==> src/rtl/blkdma_pkg.sv <==
package blkdma_pkg;

  localparam logic [2:0] REG_BLK    = 3'd0;
  localparam logic [2:0] REG_HOST   = 3'd1;
  localparam logic [2:0] REG_CNT    = 3'd2;
  localparam logic [2:0] REG_STAT   = 3'd3;
  localparam logic [2:0] REG_IRQST  = 3'd4;
  localparam logic [2:0] REG_IRQCTL = 3'd5;

  typedef enum logic [1:0] {
    S_IDLE = 2'd0,
    S_RD   = 2'd1,
    S_WR   = 2'd2
  } seqState_t;

  // strobes from the sequencer to the datapath
  typedef struct packed {
    logic load;     // copy programmed bases into running pointers
    logic latch;    // capture source read data
    logic advance;  // step both pointers by one word
  } dpStrobe_t;

  function automatic logic [31:0] swap32(input logic [31:0] v);
    return {v[7:0], v[15:8], v[23:16], v[31:24]};
  endfunction

endpackage

==> src/rtl/blkdma_datapath.sv <==
module blkdma_datapath
  import blkdma_pkg::*;
#(
  parameter int LOC_AW    = 12,
  parameter int BLK_SHIFT = 4
) (
  input  logic              clk,
  input  logic              rstN,
  input  logic              wrBlk,
  input  logic              wrHost,
  input  logic [31:0]       wVal,
  input  dpStrobe_t         strb,
  input  logic              dir,
  input  logic [31:0]       locRdata,
  input  logic [31:0]       hostRdata,
  output logic [31:0]       blkIdx,
  output logic [31:0]       hostBase,
  output logic [LOC_AW-1:0] locPtr,
  output logic [31:0]       hostPtr,
  output logic [31:0]       wordBuf
);

  logic [LOC_AW-1:0] locBase;
  assign locBase = LOC_AW'(blkIdx << BLK_SHIFT);

  always_ff @(posedge clk) begin
    if (!rstN) begin
      blkIdx   <= '0;
      hostBase <= '0;
      locPtr   <= '0;
      hostPtr  <= '0;
      wordBuf  <= '0;
    end else begin
      if (wrBlk)  blkIdx   <= wVal;
      if (wrHost) hostBase <= wVal;
      if (strb.load) begin
        locPtr  <= locBase;
        hostPtr <= hostBase;
      end else if (strb.advance) begin
        locPtr  <= locPtr + LOC_AW'(4);
        hostPtr <= hostPtr + 32'd4;
      end
      if (strb.latch) wordBuf <= dir ? hostRdata : locRdata;
    end
  end

endmodule

==> src/rtl/blkdma_ctrl.sv <==
module blkdma_ctrl
  import blkdma_pkg::*;
#(
  parameter int CNT_W = 16,
  parameter int WPB   = 4
) (
  input  logic             clk,
  input  logic             rstN,
  input  logic             wrCnt,
  input  logic             wrStat,
  input  logic             wrIrqCtl,
  input  logic [CNT_W-1:0] wrCntVal,
  input  logic             wrDir,
  input  logic             wrBit0,
  input  logic             wrBit1,
  input  logic             locGnt,
  input  logic             locErr,
  input  logic             hostGnt,
  input  logic             hostErr,
  output dpStrobe_t        strb,
  output logic             dir,
  output logic [CNT_W-1:0] cnt,
  output logic             busy,
  output logic             errFlag,
  output logic             pend,
  output logic             irqEn,
  output logic             irq,
  output logic             locReq,
  output logic             locWe,
  output logic             hostReq,
  output logic             hostWe
);

  localparam int WC_W = (WPB > 1) ? $clog2(WPB) : 1;

  seqState_t       state;
  logic [WC_W-1:0] wordIdx;
  logic            srcGnt, srcErr, dstGnt, dstErr;
  logic            startHit, lastWord, rdPhase, wrPhase;

  assign rdPhase  = (state == S_RD);
  assign wrPhase  = (state == S_WR);
  assign busy     = (state != S_IDLE);
  assign srcGnt   = dir ? hostGnt : locGnt;
  assign srcErr   = dir ? hostErr : locErr;
  assign dstGnt   = dir ? locGnt  : hostGnt;
  assign dstErr   = dir ? locErr  : hostErr;
  assign startHit = wrCnt && !busy && (wrCntVal != '0);
  assign lastWord = (wordIdx == WC_W'(WPB - 1));

  assign locReq  = (rdPhase && !dir) || (wrPhase && dir);
  assign locWe   = wrPhase && dir;
  assign hostReq = (rdPhase && dir) || (wrPhase && !dir);
  assign hostWe  = wrPhase && !dir;
  assign irq     = pend && irqEn;

  always_comb begin
    strb         = '0;
    strb.load    = startHit;
    strb.latch   = rdPhase && srcGnt && !srcErr;
    strb.advance = wrPhase && dstGnt && !dstErr;
  end

  always_ff @(posedge clk) begin
    if (!rstN) begin
      state   <= S_IDLE;
      wordIdx <= '0;
      cnt     <= '0;
      dir     <= 1'b0;
      errFlag <= 1'b0;
      pend    <= 1'b0;
      irqEn   <= 1'b0;
    end else begin
      if (wrStat && wrBit1) errFlag <= 1'b0;
      if (wrIrqCtl) begin
        irqEn <= wrBit0;
        if (wrBit1) pend <= 1'b0;
      end
      unique case (state)
        S_IDLE: begin
          if (startHit) begin
            cnt     <= wrCntVal;
            dir     <= wrDir;
            wordIdx <= '0;
            state   <= S_RD;
          end
        end
        S_RD: begin
          if (srcGnt) begin
            if (srcErr) begin
              errFlag <= 1'b1;
              state   <= S_IDLE;
            end else begin
              state <= S_WR;
            end
          end
        end
        S_WR: begin
          if (dstGnt) begin
            if (dstErr) begin
              errFlag <= 1'b1;
              state   <= S_IDLE;
            end else if (lastWord) begin
              wordIdx <= '0;
              cnt     <= cnt - 1'b1;
              if (cnt == CNT_W'(1)) begin
                state <= S_IDLE;
                pend  <= 1'b1;
              end else begin
                state <= S_RD;
              end
            end else begin
              wordIdx <= wordIdx + 1'b1;
              state   <= S_RD;
            end
          end
        end
        default: state <= S_IDLE;
      endcase
    end
  end

endmodule

==> src/rtl/blk_dma_engine.sv <==
module blk_dma_engine
  import blkdma_pkg::*;
#(
  parameter int BLK_BYTES = 16,
  parameter int LOC_AW    = 12,
  parameter int CNT_W     = 16
) (
  input  logic              clk,
  input  logic              rstN,
  input  logic [2:0]        csrAddr,
  input  logic              csrWe,
  input  logic [31:0]       csrWdata,
  output logic [31:0]       csrRdata,
  output logic              locReq,
  output logic              locWe,
  output logic [LOC_AW-1:0] locAddr,
  output logic [31:0]       locWdata,
  input  logic [31:0]       locRdata,
  input  logic              locGnt,
  input  logic              locErr,
  output logic              hostReq,
  output logic              hostWe,
  output logic [31:0]       hostAddr,
  output logic [31:0]       hostWdata,
  input  logic [31:0]       hostRdata,
  input  logic              hostGnt,
  input  logic              hostErr,
  output logic              irq
);

  localparam int BLK_SHIFT = $clog2(BLK_BYTES);
  localparam int WPB       = BLK_BYTES / 4;

  logic [31:0]      wVal, rVal, blkIdx, hostBase, wordBuf;
  logic [CNT_W-1:0] cnt;
  logic             dir, busy, errFlag, pend, irqEn;
  dpStrobe_t        strb;

  assign wVal = swap32(csrWdata);

  blkdma_ctrl #(.CNT_W(CNT_W), .WPB(WPB)) ctrl_i (
    .clk(clk), .rstN(rstN),
    .wrCnt(csrWe && csrAddr == REG_CNT),
    .wrStat(csrWe && csrAddr == REG_STAT),
    .wrIrqCtl(csrWe && csrAddr == REG_IRQCTL),
    .wrCntVal(wVal[CNT_W-1:0]), .wrDir(wVal[31]),
    .wrBit0(wVal[0]), .wrBit1(wVal[1]),
    .locGnt(locGnt), .locErr(locErr), .hostGnt(hostGnt), .hostErr(hostErr),
    .strb(strb), .dir(dir), .cnt(cnt), .busy(busy), .errFlag(errFlag),
    .pend(pend), .irqEn(irqEn), .irq(irq),
    .locReq(locReq), .locWe(locWe), .hostReq(hostReq), .hostWe(hostWe)
  );

  blkdma_datapath #(.LOC_AW(LOC_AW), .BLK_SHIFT(BLK_SHIFT)) dp_i (
    .clk(clk), .rstN(rstN),
    .wrBlk(csrWe && csrAddr == REG_BLK),
    .wrHost(csrWe && csrAddr == REG_HOST),
    .wVal(wVal), .strb(strb), .dir(dir),
    .locRdata(locRdata), .hostRdata(hostRdata),
    .blkIdx(blkIdx), .hostBase(hostBase),
    .locPtr(locAddr), .hostPtr(hostAddr), .wordBuf(wordBuf)
  );

  assign locWdata  = wordBuf;
  assign hostWdata = wordBuf;

  always_comb begin
    case (csrAddr)
      REG_BLK:    rVal = blkIdx;
      REG_HOST:   rVal = hostBase;
      REG_CNT:    rVal = {{(32-CNT_W){1'b0}}, cnt};
      REG_STAT:   rVal = {30'd0, errFlag, busy};
      REG_IRQST:  rVal = {31'd0, pend};
      REG_IRQCTL: rVal = {31'd0, irqEn};
      default:    rVal = '0;
    endcase
  end

  assign csrRdata = swap32(rVal);

endmodule

==> config.mk <==
export PLATFORM = sky130hd
export DESIGN_NAME = blk_dma_engine
export DESIGN_NICKNAME = d
export VERILOG_FILES = /design/src/rtl/blkdma_pkg.sv /design/src/rtl/blkdma_datapath.sv /design/src/rtl/blkdma_ctrl.sv /design/src/rtl/blk_dma_engine.sv
export SDC_FILE = /design/constraint.sdc
export NUM_CORES = 1
export LEC_CHECK = 0
export ABC_CLOCK_PERIOD_IN_PS = 2200
export BUFFER_PORTS_ARGS = -buffer_cell sky130_fd_sc_hd__buf_4
export CORE_MARGIN = 2
export CORE_UTILIZATION = 51
export DETAILED_ROUTE_END_ITERATION = 16
export PLACE_DENSITY = 0.83
export SETUP_SLACK_MARGIN = 0.05
export SYNTH_ARGS = -nofsm -noshare
export SYNTH_HDL_FRONTEND = slang
export SYNTH_SLANG_ARGS = --single-unit
==> constraint.sdc <==
create_clock -name clk -period 2.2 [get_ports clk]
set_input_delay 0.22 -clock clk [delete_from_list [all_inputs] [get_ports clk]]
set_output_delay 0.22 -clock clk [all_outputs]
set_load 0.01 [all_outputs]
==> Yosys cells after proc, flatten, opt, wreduce, memory -nomap -nowiden <==
Cells that the tools add are included.
{ "totals": {"ff_bits": 164, "in_bits": 106, "out_inout_bits": 145} }
{ "classes": {"addsub": 4, "eq_ne": 14, "mux": 41, "bitwise": 1, "reduce_logical": 34} }
{ "op_table": {"columns": ["op", "n"], "rows": [
  ["one-hot mux 32 bit (6 select lines)", 1],
  ["2-to-1 mux 32 bit", 3],
  ["2-to-1 mux 16 bit", 4],
  ["adder 32 x 3 -> 32 bit, second input constant", 1],
  ["one-hot mux 16 bit (2 select lines)", 1],
  ["2-to-1 mux 12 bit", 2],
  ["2-to-1 mux 1 bit", 18],
  ["2-to-1 mux 2 bit", 9],
  ["logical AND 1 bit", 17],
  ["equality test 16 x 1 -> 1 bit, second input constant", 1],
  ["nonzero test 16 bit", 1],
  ["subtractor 16 x 1 -> 16 bit, second input constant", 1],
  ["adder 12 x 3 -> 12 bit, second input constant", 1],
  ["inequality test 2 x 1 -> 1 bit, second input constant", 4],
  ["equality test 3 x 2 -> 1 bit, second input constant", 2],
  ["equality test 3 bit, second input constant", 2],
  ["one-hot mux 2 bit (3 select lines)", 1],
  ["nonzero test 2 bit", 3],
  ["AND reduction 5 bit", 1],
  ["equality test 2 bit, second input constant", 2],
  ["logical NOT 1 bit", 4],
  ["one-hot mux 2 bit (2 select lines)", 1],
  ["AND reduction 4 bit", 1],
  ["equality test 3 x 1 -> 1 bit, second input constant", 1],
  ["other kinds (11)", 12]
]} }

==> Longest topological paths before layout <==
{ "depth": {"ltp_word": 8, "depth_mapped": 9} }

==> Modules after synthesis <==
Synthesis repeated with hierarchy kept, for this count alone.
{ "hier_totals": {"hier_cells": 1002, "area_unflattened_um2": 8926.1} }
{ "modules_own_cells": {"columns": ["module", "n_inst", "cells_each", "area_per_inst_um2", "seq_area_each_um2"], "rows": [
  ["blkdma_datapath", 1, 651, 6167.2, 2762.6],
  ["blkdma_ctrl", 1, 221, 1760.4, 480.5],
  ["blk_dma_engine", 1, 130, 998.5, 0.0]
]} }

==> Worst setup path after synthesis <==
OpenSTA, ideal clock, no wires.
{ "synth_timing": {"path_kind": "register -> output", "startpoint": "register ctrl_i.state[0]", "endpoint": "output port locReq", "arrival_time_ns": 1.575, "required_time_ns": 1.980, "setup_slack_ns": 0.405, "stages_incl_launch_ff": 7, "n_path_buf": 2, "cell_sequence": "dfxtp_1 > inv_1 > ha_1 > clkbuf_1 > clkbuf_1 > and2_1 > o21bai_1"} }
{ "synth_via": {"elab_chain_len": 3} }
{ "synth_lines": {"columns": ["item", "line_no", "rtl"], "rows": [
  ["start: declaration", "blkdma_ctrl.sv:36", "seqState_t state;"],
  ["start signal: assignment", "blkdma_ctrl.sv:66", "state <= S_IDLE;"],
  ["start signal: assignment", "blkdma_ctrl.sv:85", "state <= S_RD;"],
  ["start signal: assignment", "blkdma_ctrl.sv:92", "state <= S_IDLE;"],
  ["equality test 2 bit", "blkdma_ctrl.sv:42", "assign wrPhase = (state == S_WR);"],
  ["logical AND 1 bit", null, null],
  ["via locWe", "blk_dma_engine.sv:15", "output logic locWe,"],
  ["logical OR 1 bit", "blkdma_ctrl.sv:51", "assign locReq = (rdPhase && !dir) || (wrPhase && dir);"],
  ["end: declaration", "blk_dma_engine.sv:14", "output logic locReq,"]
]} }
The timed path passes the listed nets, and every way through them passes these cells.

==> Final worst setup path <==
{ "layout_timing": {"startpoint": "register ctrl_i.state[0]", "endpoint": "output port locReq"} }
{ "layout_via": {"elab_chain_len": 3} }
{ "layout_lines": {"columns": ["item", "line_no"], "rows": [
  ["equality test 2 x 1 -> 1 bit / equality test 2 bit (equally long branches)", "blkdma_ctrl.sv:41, blkdma_ctrl.sv:42"],
  ["logical AND 1 bit", "blkdma_ctrl.sv:51"],
  ["logical OR 1 bit (*)", "blkdma_ctrl.sv:51"]
]} }
Every way passes the cells marked *; elsewhere a longest branch is shown, timed or not.

==> flow_metrics.py <==
metrics = {
    "place": {
        "port_buffers": 248,
        "place_congestion": 0.9403,
        "hpwl_um": 19360,
        "post-place-ws_ns": 0.02562,
        "dpl_cell_area_um2": 10230,
    },
    "setup_path": {
        "arrival_ns": 1.84,
        "r2r_start": "ctrl_i.state[0]$_SDFFE_PN0P_",
        "criticalPathCategory": "flip-flop to primary output",
        "critPathRequiredTime_ns": 1.98,
        "cp_max_fo": 25,
        "r2r_end": "dp_i.hostPtr[17]$_SDFFE_PN0P_",
        "cp-end-kind": "primary output",
        "startpoint": "ctrl_i.state[0]$_SDFFE_PN0P_",
        "rrSetupSlack_ns": 0.19,
        "reg2reg_depth": 7,
        "endpoint": "locReq",
        "crit_path_start_kind": "flip-flop",
    },
    "drt": {
        "first_pass_iters": 6,
        "avgViaCountPerCell": 5.759,
        "drc": 0,
        "drt-initial-drc-count": 698,
        "routedWlPerCell_um": 18.14,
        "wl_um": 26610,
        "drtAntennaViolNets": 0,
        "dr_total_vias": 8448,
    },
    "cts": {
        "numCtsBuffers": 17,
        "clockRootBuffer": "clkbuf_16",
        "path_clk_slew_ns": 0.06,
        "clk-insertion-delay-late_ns": 0.43,
        "cts_htree_levels": 4,
        "cts_tree": "yes",
        "clock_path_buffers": 2,
        "cts_sinks": 162,
    },
    "grt": {
        "grt_pass1_wl_um": 41430,
        "grt_pass1_vias": 7887,
        "overflow": 0,
        "antenna_found_initial": 1,
        "grt_max_degree": 79,
        "grt_usage": 0.2958,
    },
    "cells_and_area": {
        "stdcell_area_um2": 10860,
        "nets": 1352,
        "areaGrowthSynthToFinish_pct": 30.17,
        "seq_area_um2": 3246,
        "fillers": 1290,
        "multiInputGateArea_um2": 4497,
        "drive_above_1_share": 0.2704,
    },
    "timing": {
        "setup_slack_ns": 0.1445,
        "whs_ns": 0.04045,
        "hold_violations": 0,
        "relSlewSlack": 0.6257,
        "slew_viol_final": 0,
        "max_slew.worst_pin.slew_ns": 0.5615,
        "rsz0062_at_grt": "false",
        "fin_crit_ns": 2.055,
        "tns_ns": 0,
        "clock_skew_ns": 0.006938,
        "fmax_mhz": 486.5,
        "min_period_over_period": 0.9343,
        "setup-violations-final": 0,
    },
    "pwr": {
        "totalPowerFinal_uw": 8873,
        "p_leak_uw": 0.004328,
        "p_per_area_nw_per_um2": 817.4,
        "ir_drop_mv": 0.5691,
        "seqPwrFrac": 0.384,
        "p_switching_uw": 2761,
        "intPower_uw": 6112,
        "switching_share": 0.3112,
        "combinationalPowerShare": 0.267,
        "clkPwrFrac": 0.348,
    },
    "floorplanning": {
        "rows": 46,
        "die_h_um": 131.9,
        "dieArea_um2": 17390,
        "initial_core_util": 0.5231,
        "core_area_um2": 15940,
        "die_x_um": 131.9,
        "io-pin-count": 251,
    },
    "synthesis": {
        "yosys_warnings": 0,
        "synthTopCellsByArea": "dfxtp_1, a21oi_1, nand2_1",
        "synth_edf_count": 0,
        "syn_area_per_cell_um2": 7.988,
        "yosys.area.top_type": "dfxtp_1",
        "synth_top_area_frac": 0.3889,
        "synth_seq_cells": 162,
        "synth_common_cells": "nand2_1, dfxtp_1, a21oi_1",
        "netlist_instances": 1044,
        "ys.flop_type": "dfxtp_1",
        "ys_seq_area_frac": 0.3889,
        "async_reset_ff_frac": 0,
        "synth.most_common_cell": "nand2_1",
        "yosys.cell_types.count": 70,
        "syn_area_um2": 8339,
    },
    "run_status": {
        "status": "complete, no violations",
    },
    "flow_run": {
        "cap_violations": 0,
    },
    "min_path": {
        "min-delay-start": "csrWdata[3]",
        "hold_path.class": "input pin to flip-flop",
    },
}
layer usage:
metal,track usage,share of wire,vias to the layer above
li1,-,-,4039
met2,0.4951,0.49,436
met1,0.3588,0.40,3905
met4,0.1298,0.042,0
met5,0,0,-
met3,0.07651,0.076,68
state kept, by name (all words and copies together) (netlist names), 2 cells and up:
| signal | count |
|---|---|
| dp_i.blkIdx | 32 |
| dp_i.hostPtr | 32 |
| dp_i.hostBase | 32 |
| ctrl_i.state | 2 |
| ctrl_i.cnt | 16 |
| dp_i.locPtr | 10 |
| ctrl_i.wordIdx | 2 |
| dp_i.wordBuf | 32 |
worst min-delay path by stage:
stage / end / slack (ns) / cells after the start
2_1_floorplan: dp_i.blkIdx[10]$_SDFFE_PN0P_ / 0.36 / 2
3_3_place_gp: dp_i.blkIdx[11]$_SDFFE_PN0P_ / 0.44 / 2
3_5_place_dp: dp_i.blkIdx[14]$_SDFFE_PN0P_ / 0.45 / 2
4_1_cts: dp_i.blkIdx[27]$_SDFFE_PN0P_ / 0.04 / 3
5_1_grt: dp_i.blkIdx[27]$_SDFFE_PN0P_ / 0.03 / 3
6_report: dp_i.blkIdx[27]$_SDFFE_PN0P_ / 0.04 / 3
final cells by class:
cell class                 instances  share of cell area
multi-input combinational        760              0.4142
sequential                       162              0.2990
timing repair buffer             282              0.2000
clock buffer                      23             0.04495
tap                              216             0.02490
clock inverter                     9             0.01176
inverter                          14            0.004956
antenna                            1           0.0002305
power by group through the flow:
stage	clock network, µW	logic, µW	registers, µW
floorplan	0	1480	3450
global placement	0	2300	3460
detailed placement	0	2340	3460
CTS	3110	2360	3400
global route	3240	2590	3440
finish	3090	2370	3410
cell usage in the layout (no fill, tap or decap), types with 3 or more instances in the layout:
cell type   instances
a211oi_1           38
a21oi_1           132
a22o_1             16
a31oi_1             7
and2_1              4
and3_1             10
buf_12              4
buf_4             277
bufinv_16           3
clkbuf_16          17
clkbuf_8            4
clkinv_2            4
clkinvlp_4          3
dfxtp_1           160
ha_1                8
inv_1              12
mux2i_1            55
nand2_1           172
nand3_1            17
nand4_1            15
nor2_1             93
nor2b_1             6
nor3_1             16
nor4_1             11
o211ai_1            3
o21ai_0            38
o22ai_1             6
o31ai_1             3
o32ai_1             7
or3_1               9
xnor2_1            22
xor2_1             13
cells by family (layout without fill, tap and decap cells):
group,after synthesis,count (layout),share of synthesized area
AO/OA/AOI/OAI,273,273,0.2008
multiplexers,56,56,0.06872
AND/OR/NAND/NOR,385,385,0.2164
buffers and inverters,123,328,0.07457
flip-flops,162,162,0.3889
other,1,3,0.0004497
adder cells (fa/ha/maj),9,9,0.01350
XOR/XNOR,35,35,0.03676
repair_timing:
item,4_1_cts,5_1_grt
gates resized for setup,2,2
setup buffers,0,0
hold buffers,0,0
endpoints found under the setup margin,2,26
worst max-delay path, cell delays in order (launching register included):
cell,delay (ns)
dfxtp_2,0.34
inv_1,0.08
ha_2,0.30
buf_6,0.26
and2_1,0.18
o21bai_1,0.11
buf_4,0.13
metrics by stage:
step | std cells | util
detailed placement | 1434 | 0.6417
global placement | 1434 | 0.6417
finish | 1467 | 0.6809
global route | 1467 | 0.6809
CTS | 1466 | 0.6805
floorplan | 1045 | -
Power figures use the tool's default switching activity.
